==> src/rtl/dmem_pkg.sv <==
package dmem_pkg;

  localparam int WORD_W = 32;
  localparam int LANES  = WORD_W / 8;

  typedef enum logic [5:0] {
    OP_LB = 6'd32,
    OP_LW = 6'd35,
    OP_SB = 6'd40,
    OP_SW = 6'd43
  } mem_op_e;

  // Byte address from base and sign-extended displacement.
  function automatic logic [31:0] calc_ea(input logic [31:0] base, input logic [15:0] disp);
    return base + {{16{disp[15]}}, disp};
  endfunction

  // Write mask for big-endian byte k: mask bit j covers word bits [8j+7:8j].
  function automatic logic [LANES-1:0] lane_mask(input logic [1:0] k);
    return 4'b1000 >> k;
  endfunction

  // Pick big-endian byte k out of a word.
  function automatic logic [7:0] pick_byte(input logic [31:0] w, input logic [1:0] k);
    logic [7:0] b;
    case (k)
      2'd0:    b = w[31:24];
      2'd1:    b = w[23:16];
      2'd2:    b = w[15:8];
      default: b = w[7:0];
    endcase
    return b;
  endfunction

  function automatic logic [31:0] sext8(input logic [7:0] b);
    return {{24{b[7]}}, b};
  endfunction

endpackage

==> src/rtl/dmem_agen.sv <==
module dmem_agen (
  input  logic [31:0] base_val,
  input  logic [15:0] offset,
  output logic [31:0] eff_addr
);
  import dmem_pkg::*;

  always_comb eff_addr = calc_ea(base_val, offset);

endmodule

==> src/rtl/dmem_access_ctl.sv <==
module dmem_access_ctl (
  input  logic [5:0] op_code,
  input  logic [1:0] addr_lo,
  output logic       is_lw,
  output logic       is_lb,
  output logic [3:0] byte_we,
  output logic       misalign
);
  import dmem_pkg::*;

  logic is_sw, is_sb, word_op, off_grid;

  always_comb begin
    is_lw    = (op_code == OP_LW);
    is_sw    = (op_code == OP_SW);
    is_lb    = (op_code == OP_LB);
    is_sb    = (op_code == OP_SB);
    word_op  = is_lw | is_sw;
    off_grid = (addr_lo != 2'b00);
    misalign = word_op & off_grid;
    byte_we  = '0;
    if (is_sw && !off_grid) byte_we = 4'hF;
    else if (is_sb)         byte_we = lane_mask(addr_lo);
  end

endmodule

==> src/rtl/dmem_lane_unit.sv <==
module dmem_lane_unit (
  input  logic [31:0] rd_word,
  input  logic [31:0] st_data,
  input  logic [1:0]  addr_lo,
  input  logic        is_lw,
  input  logic        is_lb,
  input  logic        misalign,
  input  logic [3:0]  byte_we,
  output logic [31:0] ld_data,
  output logic [31:0] wr_word
);
  import dmem_pkg::*;

  logic full_word;

  always_comb begin
    full_word = (byte_we == 4'hF);
    // A byte store replicates its byte on every lane; the mask picks one.
    wr_word = full_word ? st_data : {4{st_data[7:0]}};
    if (is_lw && !misalign) ld_data = rd_word;
    else if (is_lb)         ld_data = sext8(pick_byte(rd_word, addr_lo));
    else                    ld_data = '0;
  end

endmodule

==> src/rtl/dmem_store_array.sv <==
module dmem_store_array #(
  parameter int DEPTH = 64,
  localparam int IDX_W = $clog2(DEPTH)
) (
  input  logic             clk,
  input  logic             rst_n,
  input  logic [IDX_W-1:0] idx,
  input  logic [3:0]       byte_we,
  input  logic [31:0]      wr_word,
  output logic [31:0]      rd_word
);

  for (genvar j = 0; j < 4; j++) begin : g_lane
    logic [7:0] cells [DEPTH];

    always_ff @(posedge clk or negedge rst_n) begin
      if (!rst_n) begin
        for (int i = 0; i < DEPTH; i++) cells[i] <= 8'h00;
      end else if (byte_we[j]) begin
        cells[idx] <= wr_word[8*j +: 8];
      end
    end

    assign rd_word[8*j +: 8] = cells[idx];
  end

endmodule

==> src/rtl/bemem_unit.sv <==
module bemem_unit #(
  parameter int DEPTH = 64,
  localparam int IDX_W = $clog2(DEPTH)
) (
  input  logic        clk,
  input  logic        rst_n,
  input  logic [5:0]  op_code,
  input  logic [31:0] base_val,
  input  logic [15:0] offset,
  input  logic [31:0] st_data,
  output logic [31:0] ld_data,
  output logic        misalign
);

  logic [31:0]      eff_addr;
  logic [IDX_W-1:0] word_idx;
  logic             is_lw, is_lb;
  logic [3:0]       byte_we;
  logic [31:0]      rd_word, wr_word;
  logic             unused_hi_addr;

  dmem_agen u_agen (
    .base_val (base_val),
    .offset   (offset),
    .eff_addr (eff_addr)
  );

  assign word_idx       = eff_addr[IDX_W+1:2];
  assign unused_hi_addr = ^eff_addr[31:IDX_W+2];

  dmem_access_ctl u_ctl (
    .op_code  (op_code),
    .addr_lo  (eff_addr[1:0]),
    .is_lw    (is_lw),
    .is_lb    (is_lb),
    .byte_we  (byte_we),
    .misalign (misalign)
  );

  dmem_store_array #(.DEPTH(DEPTH)) u_arr (
    .clk     (clk),
    .rst_n   (rst_n),
    .idx     (word_idx),
    .byte_we (byte_we),
    .wr_word (wr_word),
    .rd_word (rd_word)
  );

  dmem_lane_unit u_lane (
    .rd_word  (rd_word),
    .st_data  (st_data),
    .addr_lo  (eff_addr[1:0]),
    .is_lw    (is_lw),
    .is_lb    (is_lb),
    .misalign (misalign),
    .byte_we  (byte_we),
    .ld_data  (ld_data),
    .wr_word  (wr_word)
  );

endmodule

==> config.mk <==
export PLATFORM = sky130hd
export DESIGN_NAME = bemem_unit
export DESIGN_NICKNAME = d
export VERILOG_FILES = /design/src/rtl/dmem_pkg.sv /design/src/rtl/dmem_agen.sv /design/src/rtl/dmem_access_ctl.sv /design/src/rtl/dmem_lane_unit.sv /design/src/rtl/dmem_store_array.sv /design/src/rtl/bemem_unit.sv
export SDC_FILE = /design/constraint.sdc
export NUM_CORES = 2
export LEC_CHECK = 0
export BUFFER_PORTS_ARGS = -buffer_cell sky130_fd_sc_hd__buf_2
export CORE_MARGIN = 10
export CORE_UTILIZATION = 65
export CTS_BUF_LIST = sky130_fd_sc_hd__clkbuf_8
export DETAILED_ROUTE_END_ITERATION = 12
export PLACE_DENSITY = 0.82
export SYNTH_ARGS = -nofsm -noshare
export SYNTH_HDL_FRONTEND = slang
export SYNTH_SLANG_ARGS = --single-unit
==> constraint.sdc <==
create_clock -name clk -period 7.3 [get_ports clk]
set_input_delay 1.46 -clock clk [delete_from_list [all_inputs] [get_ports clk]]
set_output_delay 1.46 -clock clk [all_outputs]
set_load 0.02 [all_outputs]
==> flow_summary_export.csv <==
group,metric,value,unit
placed_design,place_inst,11200,
global_route,antenna_found_initial,19,
timing,grt_setup_unrepaired,"yes",
floorplan,die_area,157000,µm²
pwr,power_density,267,nW/µm²
run_status,violations,"setup timing",
synthesis,synth_area_leader_cell,"dfrtp_1",
synthesis,ys_ff_latch,2048,
timing,clock_skew,0,ns
drt,viasPerCell,6.98,
global_route,gr-usage-all-layers,42.1,%
synthesis,synth_cell_types,97,
floorplan,top_level_ports,121,
synthesis,yosysSeqAreaShare,55.9,%
drt,dr.pass1.iters,10,
timing,finalCriticalPeriod,7.46,ns
synthesis,synth_warnings,0,
global_route,grt_pass1_wl,501000,µm
timing,tightest_slew,1.45,ns
layout,stdcell_count,11800,
clock_network,clkSlewWorstSetupHoldPaths,0.06,ns
critical_path,end_kind,"output pin",
drt,routedWlPerCell,29.0,µm
drt,wl,342000,µm
drt,detail-route-antenna-nets,0,
synthesis,synth_top_area_share,55.9,%
drt,via_count,82400,
timing,finalSetupViolations,8,
synthesis,ys.flop_type,"dfrtp_1",
layout,multiInputGateArea,37700,µm²
global_route,grt_max_degree,203,
pwr,p_leak,49.3,nW
placed_design,io_buffers,88,
layout,layout.nets,9771,
floorplan,die_w,396,µm
timing,worst_slack,-0.162,ns
clock_network,clk_latency,1.07,ns
global_route,grt_pass1_vias,79800,
pwr,peakVddDrop,0.000219,V
synthesis,synth-edff-count,0,
layout,regMostFlops,"u_arr.g_lane.cells",
hold_path,hp-class,"flop to flop",
synthesis,synth_cells,9368,
synthesis,syn_area,91700,µm²
floorplan,start_util,65.6,%
clock_network,cts_tree,"done",
clock_network,cts_buffers,340,
clock_network,cts_buffer_depth,4,
critical_path,crit_type,"primary input to output pin",
critical_path,cp_max_fo,7,
critical_path,cp.required,5.84,ns
clock_network,clock_sinks,2048,
timing,slew_viol_final,0,
timing,relSlewSlack,3.31,%
layout,area.sequential,51200,µm²
clock_network,root_buffer,"clkbuf_8",
clock_network,htree_num_levels,5,
layout,fin_util,75.0,%
synthesis,synth.area.top_cells,"dfrtp_1, mux2_2, nand2_1",
floorplan,core,140000,µm²
layout,reg_top3,"u_arr.g_lane.cells (2048)",
run_status,status,"finished, violations left",
floorplan,die_h,396,µm
timing,fmax,0.134,GHz
layout,layout_commonest_cell,"dfrtp_1",
layout,drive_gt1_share,19.7,%
placed_design,place_ws,-0.191,ns
timing,timing.hold.ws,0.476,ns
placed_design,place.gp.congestion,1.04,
layout,final_cell_mix,"dfrtp_1, nand2_1, nor2_1",
placed_design,dp_hpwl,221000,µm
drt,drc,0,
synthesis,syn_nets,9464,
global_route,grt_overflow,0,
timing,finalCritPeriodShare,102,%
layout,nFillCells,9227,
synthesis,async_flop_share,100,%
floorplan,row_count,137,
synthesis,synth_area_per_cell,9.79,µm²
layout,area_growth,14.3,%
drt,first_iter_violations,13300,
layout,largest_reg_flops,2048,
critical_path,startpoint_type,"primary input",
critical_path,arrival,6.00,ns
timing,finalHoldViolCount,0,
run,max-cap-violations,0,
-- per-stage QoR --
step                total power, mW  TNS [ns]  area, µm²
floorplan                      14.4         0      91700
global placement               17.5    -0.561      97700
detailed placement             17.6    -0.674      97700
CTS                            27.4   -0.0607     104000
global route                   28.5    -0.246     105000
finish                         28.0    -0.425     105000
-- area by class of cell --
| cell class | count | area share, % |
|---|---|---|
| multi-input cells | 6546 | 36.0 |
| inverters | 18 | 0.0644 |
| clock inverters | 148 | 0.646 |
| flip-flops and latches | 2048 | 48.9 |
| diodes | 20 | 0.0477 |
| well taps | 1876 | 2.24 |
| repair buffers | 721 | 6.57 |
| clock buffers | 427 | 5.61 |
-- power breakdown --
part	switching (mW)	total [mW]	internal (mW)
sequential	0.0899	11.6	11.5
combinational	4.32	6.43	2.10
clock	4.68	9.98	5.30
total	9.09	28.0	18.9
-- path summary, 6_finish.rpt --
| path | startpoint | end | slack (ns) | depth (start not counted) |
|---|---|---|---|---|
| hold / removal | u_arr.g_lane[2].cells[257] | u_arr.g_lane[2].cells[257] | 0.48 | 2 |
| max in group asynchronous | rst_n | u_arr.g_lane[0].cells[274] | 4.87 | 2 |
| setup / recovery | offset[1] | ld_data[3] | -0.16 | 17 |
| hold reg to reg | u_arr.g_lane[2].cells[257] | u_arr.g_lane[2].cells[257] | 0.48 | 2 |
| min in group asynchronous | rst_n | u_arr.g_lane[3].cells[157] | 0.50 | 1 |
| setup reg to reg | u_arr.g_lane[0].cells[458] | u_arr.g_lane[0].cells[458] | 6.46 | 1 |
-- Yosys cell counts (7+ instances only) --
master	number
nand2_1	1434
a22oi_1	29
a221o_1	8
nand4_1	25
a21o_1	8
clkbuf_1	384
a311oi_1	12
a211o_1	14
o22a_1	47
o21ai_2	13
o31ai_1	31
buf_1	44
o21ai_0	884
nand2b_1	27
inv_1	17
nand3_1	144
a32oi_1	45
dfrtp_1	2048
and3_1	18
nor2_2	35
nor4_1	16
buf_6	14
buf_2	259
nor2b_1	12
a31oi_1	106
a221oi_1	21
and2_0	8
nor2_1	1240
o221ai_1	119
a222oi_1	8
ha_1	7
or3_1	16
mux4_2	42
a211oi_1	55
o22ai_1	311
mux2i_1	96
o21ai_1	17
o211ai_1	30
buf_4	54
nor3_1	69
a21oi_1	925
a31o_2	8
mux2_2	531
-- cell families after synthesis --
| logic type | count (synthesis) | synth area share, % |
|---|---|---|
| buffers and inverters | 774 | 3.87 |
| xor gates and xnor gates | 9 | 0.127 |
| adders and majority gates | 8 | 0.117 |
| and+or+nand+nor | 3081 | 13.5 |
| DFF | 2048 | 55.9 |
| muxes | 672 | 8.63 |
| AOI/OAI and AO/OA | 2776 | 17.8 |
-- layer usage --
| layer | GRT usage (%) | part of all wire [%] | up-vias |
|---|---|---|---|
| met5 | 0 | 0.046 | - |
| met4 | 26.6 | 7.8 | 20 |
| met3 | 19.0 | 17 | 1886 |
| met2 | 58.9 | 41 | 7176 |
| met1 | 53.0 | 34 | 39700 |
| li1 | - | - | 33600 |
-- what timing repair did --
item,in CTS,in global routing
hold buffers,0,0
hold endpoints to repair,0,0
setup endpoints to repair,21,32
gates resized for setup,7,45
setup buffers,1,15
gates cloned,0,6
pin swaps,2,13
-- worst max-delay path, stage by stage --
cell	delay, ns
buf_2	0.17
ha_1	0.37
a211oi_4	0.42
nor2_2	0.07
buf_4	0.20
buf_4	0.18
o211ai_4	0.45
buf_4	0.35
o22ai_1	0.16
nor3_2	0.25
nand2_1	0.17
a2111oi_2	0.41
nand4_1	0.40
a211oi_2	0.31
buf_4	0.19
a211o_1	0.21
buf_2	0.21
(Power assumes the default switching activity.)
